**config.mk**
```make
export PLATFORM = sky130hd
export DESIGN_NAME = tok_fifo_ctl
export DESIGN_NICKNAME = d
export VERILOG_FILES = /design/src/rtl/tok_fifo_pkg.sv /design/src/rtl/tok_fifo_occ.sv /design/src/rtl/tok_fifo_flag.sv /design/src/rtl/tok_fifo_ctl.sv
export SDC_FILE = /design/constraint.sdc
export NUM_CORES = 1
export LEC_CHECK = 0
export BUFFER_PORTS_ARGS = -buffer_cell sky130_fd_sc_hd__buf_2
export CELL_PAD_IN_SITES_DETAIL_PLACEMENT = 1
export CELL_PAD_IN_SITES_GLOBAL_PLACEMENT = 2
export CORE_AREA = 2 2 39 41
export CTS_BUF_LIST = sky130_fd_sc_hd__clkbuf_8 sky130_fd_sc_hd__clkbuf_16
export DETAILED_ROUTE_END_ITERATION = 8
export DIE_AREA = 0 0 41 43
export PLACE_DENSITY_LB_ADDON = 0.1
export SLEW_MARGIN = 20
export SYNTH_ARGS = -nofsm -noshare
export SYNTH_HDL_FRONTEND = slang
export SYNTH_SLANG_ARGS = --single-unit
```
**constraint.sdc**
```tcl
create_clock -name clk -period 2.16 [get_ports clk]
set_input_delay 0.432 -clock clk [delete_from_list [all_inputs] [get_ports clk]]
set_output_delay 0.432 -clock clk [all_outputs]
set_load 0.03 [all_outputs]
```
**src/rtl/tok_fifo_pkg.sv**
```systemverilog
package tok_fifo_pkg;

  // Width of a counter that must hold every value 0..depth inclusive.
  function automatic int occ_width(input int depth);
    return (depth < 1) ? 1 : $clog2(depth + 1);
  endfunction

  // Next token count from the current count and this cycle's completions.
  function automatic int occ_step(input int cur, input logic up, input logic down);
    return cur + (up ? 1 : 0) - (down ? 1 : 0);
  endfunction

endpackage

```
**src/rtl/tok_fifo_occ.sv**
```systemverilog
module tok_fifo_occ #(
  parameter int CW = 3
) (
  input  logic          clk,
  input  logic          rst,
  input  logic          inc,
  input  logic          dec,
  output logic [CW-1:0] occ,
  output logic [CW-1:0] occ_nxt
);

  always_comb occ_nxt = CW'(tok_fifo_pkg::occ_step(int'(occ), inc, dec));

  always_ff @(posedge clk) begin
    if (rst) occ <= '0;
    else     occ <= occ_nxt;
  end

endmodule

```
**src/rtl/tok_fifo_flag.sv**
```systemverilog
module tok_fifo_flag #(
  parameter bit RST_VAL = 1'b0
) (
  input  logic clk,
  input  logic rst,
  input  logic d,
  output logic q
);

  always_ff @(posedge clk) begin
    if (rst) q <= RST_VAL;
    else     q <= d;
  end

endmodule

```
**src/rtl/tok_fifo_ctl.sv**
```systemverilog
module tok_fifo_ctl #(
  parameter int unsigned DEPTH    = 4,
  parameter bit          BYPASS   = 1'b0,
  parameter bit          REG_PUSH = 1'b0,
  parameter bit          REG_POP  = 1'b0
) (
  input  logic clk,
  input  logic rst,
  input  logic push_valid,
  output logic push_ready,
  output logic pop_valid,
  input  logic pop_ready
);

  localparam int            CW      = tok_fifo_pkg::occ_width(int'(DEPTH));
  localparam bit            PASS_ON = BYPASS && !REG_POP;
  localparam logic [CW-1:0] OCC_MAX = CW'(DEPTH);

  // Named internal events, visible to the bound checker.
  logic [CW-1:0] occ;
  logic [CW-1:0] occ_nxt;
  logic          occ_empty;
  logic          push_fire;
  logic          pop_fire;
  logic          bypass_xfer;

  assign occ_empty   = (occ == '0);
  assign push_fire   = push_valid & push_ready;
  assign pop_fire    = pop_valid & pop_ready;
  assign bypass_xfer = PASS_ON & occ_empty & push_fire & pop_fire;

  tok_fifo_occ #(.CW(CW)) u_occ (
    .clk     (clk),
    .rst     (rst),
    .inc     (push_fire),
    .dec     (pop_fire),
    .occ     (occ),
    .occ_nxt (occ_nxt)
  );

  // Push-side acceptance: flopped from the next count, or live with pop look-through.
  if (REG_PUSH) begin : g_push_reg
    tok_fifo_flag #(.RST_VAL(1'b1)) u_push_flag (
      .clk (clk),
      .rst (rst),
      .d   (occ_nxt != OCC_MAX),
      .q   (push_ready)
    );
  end else begin : g_push_comb
    assign push_ready = (occ != OCC_MAX) || pop_ready;
  end

  // Pop-side availability: flopped from the next count, or live with optional bypass.
  if (REG_POP) begin : g_pop_reg
    tok_fifo_flag #(.RST_VAL(1'b0)) u_pop_flag (
      .clk (clk),
      .rst (rst),
      .d   (occ_nxt != '0),
      .q   (pop_valid)
    );
  end else begin : g_pop_comb
    assign pop_valid = !occ_empty || (PASS_ON && push_valid);
  end

endmodule

```
# Yosys cells after proc, flatten, opt, wreduce, memory -nomap -nowiden
# Cells that the tools add are included.
# classes
add_sub_neg,2
n_eq_ne,1
n_mux,2
bitwise,2
reduce_logical,3
# op_table
cell,n
3-bit adder,1
3-bit zero test,1
3-bit != test (second input constant),1
3-bit subtractor,1
1-bit bitwise AND,2
1-bit 2-to-1 mux,2
1-bit zero test,1
1-bit logical OR,1
# totals
reg_bits,3
in_bits,4
out_inout_bits,2
wordCells,11

# Depth between registers and ports, before layout
# depth
depth_word,6
mapped_depth,9
mapped_depth_nobuf,9

# Hierarchy
# From an unflattened synthesis, not the netlist that was laid out.
# hier_totals
cells_unflattened,21
hier_area_um2,210.2
# modules_own_cells
mod,instances,cells_each,area_each_um2,seq_area_each_um2
tok_fifo_occ,1,17,173.9,60.1
tok_fifo_ctl,1,4,36.3,0.0

# Worst setup path before layout
# OpenSTA, ideal clock, no wires.
# synth_path
path_kind,register to register
from,register u_occ.occ[1]
to,register u_occ.occ[2]
setup_ns,0.064
arrival_ns,2.323
required_ns,2.096
path_slack_ns,-0.227
path_stages_with_launch,10
n_path_buf,0
period_less_slack_ns,2.387
path_cell_list,dfxtp_1 -> or3_1 -> and2_2 -> ha_1 -> inv_1 -> ha_1 -> inv_1 -> fa_1 -> xnor3_1 -> nor2_1
# synth_between
word_cells_on_any_way,10
classes_between,2 x add/sub; 1 x eq/ne; 2 x mux; 2 x bitwise; 3 x reduce/logical
# synth_lines
item,line_no,rtl
"start, declared",tok_fifo_occ.sv:8,"output logic [CW-1:0] occ,"
"start signal, assigned",tok_fifo_occ.sv:16,else occ <= occ_nxt;
3-bit zero test,tok_fifo_ctl.sv:27,assign occ_empty = (occ == '0);
1-bit zero test,tok_fifo_ctl.sv:62,assign pop_valid = !occ_empty || (PASS_ON && push_valid);
net pop_valid,tok_fifo_ctl.sv:11,"output logic pop_valid,"
1-bit bitwise AND,tok_fifo_ctl.sv:29,assign pop_fire = pop_valid & pop_ready;
1-bit 2-to-1 mux,tok_fifo_pkg.sv:10,return cur + (up ? 1 : 0) - (down ? 1 : 0);
3-bit subtractor,tok_fifo_pkg.sv:10,
# The timed path passes the listed nets, and every way through them passes these cells.
# A chain may end at the register's enable or synchronous reset.

# Worst setup path after layout
# layout_path
from,register u_occ.occ[0]
to,register u_occ.occ[1]
# layout_between
elab_chain_len,6
word_cells_on_any_way,10
classes_between,2 x add/sub; 1 x eq/ne; 2 x mux; 2 x bitwise; 3 x reduce/logical
# layout_rtl
item,line_no,rtl
3-bit != test,tok_fifo_ctl.sv:50,assign push_ready = (occ != OCC_MAX) || pop_ready;
1-bit logical OR,tok_fifo_ctl.sv:50,
1-bit bitwise AND,tok_fifo_ctl.sv:28,assign push_fire = push_valid & push_ready;
1-bit 2-to-1 mux,tok_fifo_pkg.sv:10,
3-bit adder,tok_fifo_pkg.sv:10,
3-bit subtractor (*),tok_fifo_pkg.sv:10,
# Every way passes the cells marked *; elsewhere a longest branch is shown, timed or not.

==> flow_summary.json <==
{
  "ir_drop_mv": 0.488,
  "synthArstFlopShare": 0,
  "hold_path_class": "input port to flip-flop",
  "grt_max_degree": 4,
  "worst_r2r_path_depth": 8,
  "rows": 14,
  "skew_ps": 1.74,
  "power_mw": 0.522,
  "seq_area_frac_synth": 0.318,
  "grt_pass1_wl_microns": 641,
  "syn_area_per_cell_sq_um": 11.1,
  "ys_ff_latch": 3,
  "chipHeight_microns": 43,
  "core_area_sq_um": 1380,
  "required_ps": 2270,
  "min_period_over_period": 0.930,
  "synthTopCellsByArea": "dfxtp_1 32%, ha_1 13%, xnor3_1 12%, fa_1 11%, or4b_4 7.3%",
  "largest_reg_flops": 3,
  "reg2reg_slack_ps": 150,
  "start_kind": "flip-flop",
  "postCtsSetupRepairBufs": 0,
  "diodes": 0,
  "grt_setup_unrepaired": "no",
  "place_area_sq_um": 265,
  "outcome": "completed",
  "synth_top_area_frac": 0.318,
  "utilization": 0.224,
  "wl_per_cell_microns": 8.47,
  "fin_nets": 37,
  "synthTopCellsByCount": "3 x dfxtp_1, 3 x inv_1, 2 x ha_1, 2 x nor2_1",
  "path_cells": "or3_4, and2_4, ha_1, inv_1, ha_1, inv_1, fa_2, nor2_1",
  "yosys.area.top_type": "dfxtp_1",
  "vias": 148,
  "finalCriticalPeriod_ps": 2010,
  "setup_viol": 0,
  "ys.flop_type": "dfxtp_1",
  "htreeDepth": 1,
  "dpl.cell_count": 41,
  "hold_start": "rst",
  "totalWireLength_microns": 381,
  "cts_tree": "done",
  "grt_pass1_vias": 180,
  "die_area_sq_um": 1760,
  "whs_path_depth": 2,
  "track_usage": 0.0584,
  "ios": 6,
  "postSynthCellCount": 17,
  "drt-initial-drc-count": 0,
  "syn_area_sq_um": 189,
  "startpoint": "u_occ.occ[0]",
  "synth_fp_nets": 24,
  "synth.distinct_cells": 11,
  "gp_congestion": 0.565,
  "clkLatencyLatePin_ps": 210,
  "hold_viol_final": 0,
  "cp_num_buf_inv": 2,
  "remaining_drc_errors": 0,
  "fp.dieW_microns": 41,
  "drv_cap": 0,
  "timing.rr.end": "u_occ.occ[1]",
  "antenna_left": 0,
  "hold_end": "u_occ.occ[1]",
  "top_register": "u_occ.occ",
  "ctsResizeCount": 0,
  "top_regs": "u_occ.occ x3",
  "slew_viol_final": 0,
  "clk_pin_slew_ps": 30,
  "fmax_mhz": 498,
  "drive_above_1_share": 0.552,
  "ctsHoldBuffers": 0,
  "leakagePower_nw": 0.154,
  "areaGrowthSynthToFinish_pct": 64.2,
  "start_util": 0.137,
  "finalInstanceArea_sq_um": 310,
  "slew_headroom": 0.897,
  "regToRegStartpoint": "u_occ.occ[0]",
  "worst_path_largest_cell_delay_ps": 530,
  "path_delay_family": "adder cells",
  "numCtsBuffers": 3,
  "worstSetupEndpointType": "flip-flop",
  "cts.sinks": 3,
  "cts_buffer_depth": 2,
  "worst_pin_slew_ps": 155,
  "powerDensity_nw_per_um2": 1680,
  "clock-root-buffer": "clkbuf_8",
  "ys_warn_count": 0,
  "via_per_inst": 3.29,
  "synth_edf_count": 0,
  "grt_overflow": 0,
  "arrival_ps": 2120,
  "portBuffers": 5,
  "critical_path_class": "flip-flop to flip-flop",
  "path_max_fanout": 2,
  "cpMaxStageDelayCell": "fa_2",
  "first_pass_iters": 1,
  "instances_no_fill": 45,
  "antenna_found_initial": 0
}
[metrics by stage]
step	hold slack, ps	setup slack [ps]	TNS (ps)
after CTS	399	0.686	0
after floorplan	499	1.01	0
after global routing	414	61.5	0
after global placement	628	-4.83	-4.83
final	404	152	0
after detailed placement	627	8.16	0
[cells by family (layout without fill, tap and decap cells)]
group	Yosys count	after routing	synth area share
flip-flops	3	3	0.318
XOR/XNOR	1	1	0.119
buffers and inverters	3	15	0.0596
AND/OR/NAND/NOR	7	7	0.265
adder cells (fa/ha/maj)	3	3	0.238
[cell usage in the layout (no fill, tap or decap)]
cell | synthesis | layout
nor2_1 | 2 | 2
or3_4 | 0 | 1
dfxtp_1 | 3 | 3
fa_2 | 0 | 1
and2_4 | 1 | 2
xnor3_1 | 1 | 1
clkbuf_8 | 0 | 3
inv_1 | 3 | 4
buf_4 | 0 | 3
ha_1 | 2 | 2
buf_2 | 0 | 5
nor2b_1 | 1 | 1
or4b_4 | 1 | 1
[area by class of cell]
cell class                 count  area (sq um)
multi-input combinational     11           126
timing repair buffer           8          47.5
tap                           16          20.0
inverter                       3          11.3
fill                         160          1070
sequential                     3          60.1
clock inverter                 1          3.75
clock buffer                   3          41.3
[layer usage]
| metal | vias up | track usage | part of all wire |
|---|---|---|---|
| met5 | - | 0 | 0 |
| met4 | 0 | 0.0600 | 0 |
| met3 | 0 | 0.0157 | 0.045 |
| met2 | 3 | 0.0844 | 0.54 |
| met1 | 68 | 0.0617 | 0.42 |
| li1 | 77 | - | - |
[where the power goes]
group          internal (mW)  switching, mW
registers             0.0792         0.0100
clock network          0.121         0.0362
logic                  0.152          0.123
[worst max-delay path by stage]
stage / to / slack (ps) / cells past startpoint
6_report: u_occ.occ[1] / 150 / 8
5_1_grt: u_occ.occ[2] / 60 / 9
4_1_cts: u_occ.occ[2] / 0.7 / 9
3_5_place_dp: u_occ.occ[2] / 8 / 9
3_3_place_gp: u_occ.occ[2] / -5 / 9
2_1_floorplan: u_occ.occ[2] / 1 / 9
No activity file was read; power rests on OpenSTA's default activity.
